===== src/rtl/sar_seq_pkg.sv =====
package sar_seq_pkg;

    // Position of the sequencer inside one frame, derived from the edge count
    typedef enum logic [2:0] {
        PH_LEAD,     // leading zero clocks before the first trial
        PH_ARM,      // load the MSB-only trial code
        PH_RESOLVE,  // decide one bit and arm the next lower one
        PH_LAST,     // final output clock: publish the result
        PH_DEAD      // idle clock between frames
    } sar_phase_e;

    // cnt = rising edges already seen in the current frame
    function automatic sar_phase_e phase_of(input int cnt, input int lead, input int res);
        if (cnt == lead - 2)                         return PH_ARM;
        if (cnt >= lead - 1 && cnt <= lead + res - 2) return PH_RESOLVE;
        if (cnt == lead + res - 1)                   return PH_LAST;
        if (cnt == lead + res)                       return PH_DEAD;
        return PH_LEAD;
    endfunction

    // Bit index decided at the coming rising edge
    function automatic int step_bit(input int cnt, input int lead, input int res);
        return res - 1 - (cnt - (lead - 1));
    endfunction

    // Bit index driven at the coming falling edge
    function automatic int out_bit(input int cnt, input int lead, input int res);
        return res - 1 - (cnt - lead);
    endfunction

    function automatic logic in_data_window(input int cnt, input int lead, input int res);
        return (cnt >= lead) && (cnt < lead + res);
    endfunction

endpackage


===== src/rtl/sar_frame_ctr.sv =====
module sar_frame_ctr #(
    parameter int FRAME = 16,
    parameter int CW    = 5
) (
    input  logic          sclk_i,
    input  logic          clr_i,
    output logic [CW-1:0] cnt_o
);
    logic [CW-1:0] cnt_q;

    // Counts rising edges 0..FRAME; the FRAME value marks the idle clock
    always_ff @(posedge sclk_i or posedge clr_i) begin
        if (clr_i)
            cnt_q <= '0;
        else if (int'(cnt_q) == FRAME)
            cnt_q <= '0;
        else
            cnt_q <= cnt_q + 1'b1;
    end

    assign cnt_o = cnt_q;
endmodule


===== src/rtl/sar_trial_reg.sv =====
module sar_trial_reg
    import sar_seq_pkg::*;
#(
    parameter int RES  = 12,
    parameter int LEAD = 4,
    parameter int CW   = 5
) (
    input  logic           sclk_i,
    input  logic           clr_i,
    input  logic [CW-1:0]  cnt_i,
    input  logic           cmp_i,
    output logic [RES-1:0] trial_o,
    output logic [RES-1:0] code_o,
    output logic           valid_o
);
    localparam logic [RES-1:0] MSB_ONE = {1'b1, {(RES-1){1'b0}}};

    sar_phase_e     ph;
    int             sb;
    logic [RES-1:0] trial_q, trial_d, code_q;
    logic           valid_q;

    always_comb begin
        ph      = phase_of(int'(cnt_i), LEAD, RES);
        sb      = step_bit(int'(cnt_i), LEAD, RES);
        trial_d = trial_q;
        case (ph)
            PH_ARM: trial_d = MSB_ONE;
            PH_RESOLVE: begin
                for (int b = 0; b < RES; b++) begin
                    if (b == sb)     trial_d[b] = cmp_i;
                    if (b == sb - 1) trial_d[b] = 1'b1;
                end
            end
            default: trial_d = trial_q;
        endcase
    end

    always_ff @(posedge sclk_i or posedge clr_i) begin
        if (clr_i) begin
            trial_q <= '0;
            code_q  <= '0;
            valid_q <= 1'b0;
        end else begin
            trial_q <= trial_d;
            valid_q <= (ph == PH_LAST);
            if (ph == PH_LAST)
                code_q <= trial_q;
        end
    end

    assign trial_o = trial_q;
    assign code_o  = code_q;
    assign valid_o = valid_q;
endmodule


===== src/rtl/sar_shift_out.sv =====
module sar_shift_out
    import sar_seq_pkg::*;
#(
    parameter int RES  = 12,
    parameter int LEAD = 4,
    parameter int CW   = 5
) (
    input  logic           sclk_i,
    input  logic           clr_i,
    input  logic [CW-1:0]  cnt_i,
    input  logic [RES-1:0] word_i,
    output logic           sdo_o
);
    logic sdo_q, sdo_d;
    int   ob;

    always_comb begin
        ob    = out_bit(int'(cnt_i), LEAD, RES);
        sdo_d = 1'b0;
        if (in_data_window(int'(cnt_i), LEAD, RES)) begin
            for (int b = 0; b < RES; b++)
                if (b == ob) sdo_d = word_i[b];
        end
    end

    // Data moves on the falling edge so it is settled at the next rising edge
    always_ff @(negedge sclk_i or posedge clr_i) begin
        if (clr_i) sdo_q <= 1'b0;
        else       sdo_q <= sdo_d;
    end

    assign sdo_o = sdo_q;
endmodule


===== src/rtl/sar_seq_top.sv =====
module sar_seq_top #(
    parameter int RES  = 12,
    parameter int LEAD = 4
) (
    input  logic           sclk_i,
    input  logic           cs_n_i,
    input  logic           shdn_i,
    input  logic           cmp_i,
    output logic [RES-1:0] trial_o,
    output logic           hold_o,
    output logic           status_o,
    output logic           sdo_o,
    output logic           sdo_oe_o,
    output logic           valid_o,
    output logic [RES-1:0] code_o
);
    localparam int FRAME = LEAD + RES;
    localparam int CW    = $clog2(FRAME + 1);

    logic          clr;
    logic [CW-1:0] cnt;
    logic          busy;

    assign clr  = cs_n_i | shdn_i;
    assign busy = ~clr & (int'(cnt) != FRAME);

    sar_frame_ctr #(.FRAME(FRAME), .CW(CW)) u_ctr (
        .sclk_i (sclk_i),
        .clr_i  (clr),
        .cnt_o  (cnt)
    );

    sar_trial_reg #(.RES(RES), .LEAD(LEAD), .CW(CW)) u_sar (
        .sclk_i  (sclk_i),
        .clr_i   (clr),
        .cnt_i   (cnt),
        .cmp_i   (cmp_i),
        .trial_o (trial_o),
        .code_o  (code_o),
        .valid_o (valid_o)
    );

    sar_shift_out #(.RES(RES), .LEAD(LEAD), .CW(CW)) u_sdo (
        .sclk_i (sclk_i),
        .clr_i  (clr),
        .cnt_i  (cnt),
        .word_i (trial_o),
        .sdo_o  (sdo_o)
    );

    assign hold_o   = busy;
    assign status_o = busy;
    assign sdo_oe_o = ~clr;
endmodule


===== config.mk =====
export PLATFORM = sky130hd
export DESIGN_NAME = sar_seq_top
export DESIGN_NICKNAME = d
export VERILOG_FILES = /design/src/rtl/sar_seq_pkg.sv /design/src/rtl/sar_frame_ctr.sv /design/src/rtl/sar_trial_reg.sv /design/src/rtl/sar_shift_out.sv /design/src/rtl/sar_seq_top.sv
export SDC_FILE = /design/constraint.sdc
export NUM_CORES = 1
export LEC_CHECK = 0
export ABC_AREA = 1
export BUFFER_PORTS_ARGS = -buffer_cell sky130_fd_sc_hd__clkbuf_2
export CAP_MARGIN = 20
export CORE_ASPECT_RATIO = 1.2
export CORE_MARGIN = 5
export CORE_UTILIZATION = 54
export DETAILED_ROUTE_END_ITERATION = 6
export MAX_ROUTING_LAYER = met4
export PLACE_DENSITY = 0.78
export SYNTH_ARGS = -nofsm -noshare
export SYNTH_HDL_FRONTEND = slang
export SYNTH_SLANG_ARGS = --single-unit
export TNS_END_PERCENT = 5

===== constraint.sdc =====
create_clock -name sclk_i -period 2.85 [get_ports sclk_i]
set_input_delay 0.1425 -clock sclk_i [delete_from_list [all_inputs] [get_ports sclk_i]]
set_output_delay 0.1425 -clock sclk_i [all_outputs]
set_load 0.1 [all_outputs]

==> reports/qor.csv <==
metric,value,unit
Worst-path clk slew,90,ps
ratio of cells with drive above 1 in the final layout,24.6,%
Area Overhead vs Synth,26.6,%
vias,3060,
min setup slack post-route,-1050,ps
global-route wire length before repair,12800,µm
R2R cell count,16,
Post-synth ARST share,100,%
maximum vdd drop,0.207,mV
final core utilization,71.4,%
Worst Clk Skew,15.6,ps
Syn Area/Cell,6.44,µm²
XOR/XNOR share of the synthesized area,0.930,%
Critical Path End Type,flop,
Detailed Routing Iterations Pass 1,5,
Root Buffer Master,clkbuf_8,
relative slew slack,63.5,%
DP HPWL,6010,µm
Max Root-Sink Buffers,2,
clock sinks,31,
syn nets,468,
CP Launch Point,u_ctr.cnt_o[3]$_DFF_PN0_,
highest net fanout along the worst path,5,
Die Span Y,89.2,µm
synth warn,0,
most frequent cells in the layout,"151 x nand2_1, 55 x inv_1, 51 x buf_4",
drt wl/cell,13.0,µm
Port Buffer Count,32,
r2r endpoint,u_sdo.sdo_o$_DFF_NN0_,
H-tree Lvls,2,
Slowest Stage Delay on Critical Path,360,ps
worst-margin pin slew,550,ps
total gr overflow,0,
row count,28,
Skew-Pair Late Insertion Delay,290,ps
Initial Utilization,56.4,%
antenna diode count,0,
largest family of logic cells by synthesized area,simple AND/OR/NAND/NOR gates,
pre-CTS worst setup slack,-1010,ps
GPL Wtd Cong,0.985,
RSZ-0062 raised after global routing,yes,
CTS tree,yes,
GRT Resource Usage Total,23.7,%
worst min path class,input pin to async pin,
Simple-Gate Fraction of Synth Area,40.8,%
internal power,748,µW
"Arr. time, crit path",2610,ps
Worst setup SP type,flop,
nets,548,
worst path bufs/invs,1,
Mapped Area,0.00283,mm²
DRT iter0 DRCs,257,
initial antenna violation count,0,
"most used cell, CP",nand2_1,
Num CTS Buffers,5,
Max-cap violations,0,
Routed WL,7540,µm
outcome,"complete, but fails checks",
drt via density,5.28,
synth unique cells,37,
Synth Area in Adders,11.1,%
failing checks,setup timing,
crit-path cells,inv_1 -> ha_4 -> ha_4 -> o211ai_1 -> ha_1 -> nand2_2 -> nor4_4 -> nand2_2 -> nor2_2 -> nand3_1 -> nand2_1 -> nand2_1 -> nand2_1 -> nand2_1 -> nand2_1 -> a21oi_1,
Boundary Pins,33,
CP max-delay cell,dfrtp_1,
final setup fails,13,
register area share after synthesis,27.5,%
antenna-violating nets left,0,
"Primary FF master, synth",dfrtp_1,
final hold viol count,0,
PwrDens,321,mW/mm²
"setup slack, reg-to-reg",-1050,ps
setup_tns,-5070,ps
Compound-Gate Fraction of Synth Area,9.43,%
Yosys reg bits,31,
Sequential Power Share,41.0,%
die footprint,0.00678,mm²
post-synthesis mux area share,0,%
Worst EP required,1560,ps
largest delay contributor family on the critical path,simple AND/OR/NAND/NOR gates,
leakage power,0.00192,µW
drt drc,0,
vias in the first global route,2890,
Slew Limit Fails,0,
Sw Share,34.8,%
Core Footprint,0.00501,mm²
Clk pwr share,39.8,%
maximum number of pins on one net before global-route repair,32,
"most common cell after layout, fill and taps aside",nand2_1,
critical path class,flop to flop,
post-CTS setup buffers,0,
Mapped Cells,439,
CTS Hold Bufs,0,
worst r2r src,u_ctr.cnt_o[3]$_DFF_PN0_,
Post-synth EDFFs,0,
Die X,76.0,µm
combinational share of power,19.2,%
NetSw,400,µW
-- worst min-delay path, stage by stage --
cell and delay (ps):
clkbuf_2 110, nor2_4 110, buf_4 380
-- through the flow --
| stage | power [µW] | area [µm²] | std cells | hold WS [ps] |
|---|---|---|---|---|
| after floorplan | 659 | 2890 | 439 | 382 |
| after global placement | 698 | 3440 | 572 | 336 |
| after detailed placement | 701 | 3440 | 572 | 364 |
| after CTS | 1150 | 3570 | 580 | 47.1 |
| after global routing | 1180 | 3580 | 580 | 77.2 |
| final | 1150 | 3580 | 580 | 21.7 |
-- how the worst max path moves through the flow --
stage	cells after the start	end	slack [ps]
finish	16	u_sdo.sdo_o$_DFF_NN0_	-1050
global route	18	u_sdo.sdo_o$_DFF_NN0_	-1210
CTS	16	u_sdo.sdo_o$_DFF_NN0_	-1030
detailed placement	18	u_sdo.sdo_o$_DFF_NN0_	-1010
global placement	16	u_sdo.sdo_o$_DFF_NN0_	-890
floorplan	16	u_sdo.sdo_o$_DFF_NN0_	-980
-- cells by family (layout without fill, tap and decap cells) --
kind of cell | after synthesis | in the layout
AOI/OAI and AO/OA | 48 | 48
DFF | 31 | 31
adders and majority gates | 25 | 25
buffers and inverters | 69 | 150
xor gates and xnor gates | 3 | 3
and+or+nand+nor | 263 | 263
-- layer usage --
| layer | wire length [µm] | track usage [%] |
|---|---|---|
| met1 | 3210 | 27.0 |
| met2 | 3770 | 42.7 |
| met3 | 342 | 3.83 |
| met4 | 217 | 7.77 |
| met5 | 0 | - |
-- final cells by class --
cell class                      instances  area, µm²
Clock buffer                            5       68.8
Clock inverter                          3       43.8
Fill cell                             440       1430
Inverter                               59        224
Multi-Input combinational cell        339       1850
Sequential cell                        31        776
Tap cell                               60       75.1
Timing Repair Buffer                   83        543
-- cells in the mapped netlist (2+ instances only) --
| master | number | area (µm²) |
|---|---|---|
| a21oi_1 | 11 | 55.1 |
| o21ai_0 | 17 | 85.1 |
| nand2_4 | 3 | 33.8 |
| inv_2 | 4 | 15.0 |
| nand3_2 | 3 | 30.0 |
| nand2_2 | 6 | 37.5 |
| nor3_1 | 5 | 25.0 |
| o211ai_1 | 2 | 15.0 |
| buf_4 | 3 | 22.5 |
| nand4_1 | 6 | 37.5 |
| nand3_1 | 35 | 175 |
| and3_1 | 2 | 12.5 |
| ha_1 | 25 | 313 |
| inv_1 | 55 | 206 |
| xnor2_1 | 2 | 17.5 |
| dfrtp_1 | 30 | 751 |
| nand2_1 | 153 | 574 |
| nor2_2 | 4 | 25.0 |
| o21ai_1 | 8 | 40.0 |
| clkbuf_1 | 3 | 11.3 |
| nor2_1 | 40 | 150 |
| a31oi_1 | 5 | 31.3 |
| nor4_1 | 2 | 12.5 |
| buf_2 | 2 | 10.0 |
-- state kept, by name, summed over array words and instances (netlist names) --
| signal | flops |
|---|---|
| u_sar.code_o | 12 |
| u_sar.trial_o | 12 |
| u_ctr.cnt_o | 5 |
| u_sar.valid_o | 1 |
| u_sdo.sdo_o | 1 |
-- timing repair --
action,CTS,global route
endpoints found under the setup margin,13,13
resized for setup,2,3
hold endpoints to repair,0,0
pin swaps,0,0
-- power groups by stage --
stage               registers (µW)  logic, µW  clock network [µW]
floorplan                      611       47.8                   0
global placement               478        219                   0
detailed placement             479        222                   0
CTS                            471        222                 455
global route                   474        231                 474
finish                         471        220                 456
Power figures use the tool's default switching activity.
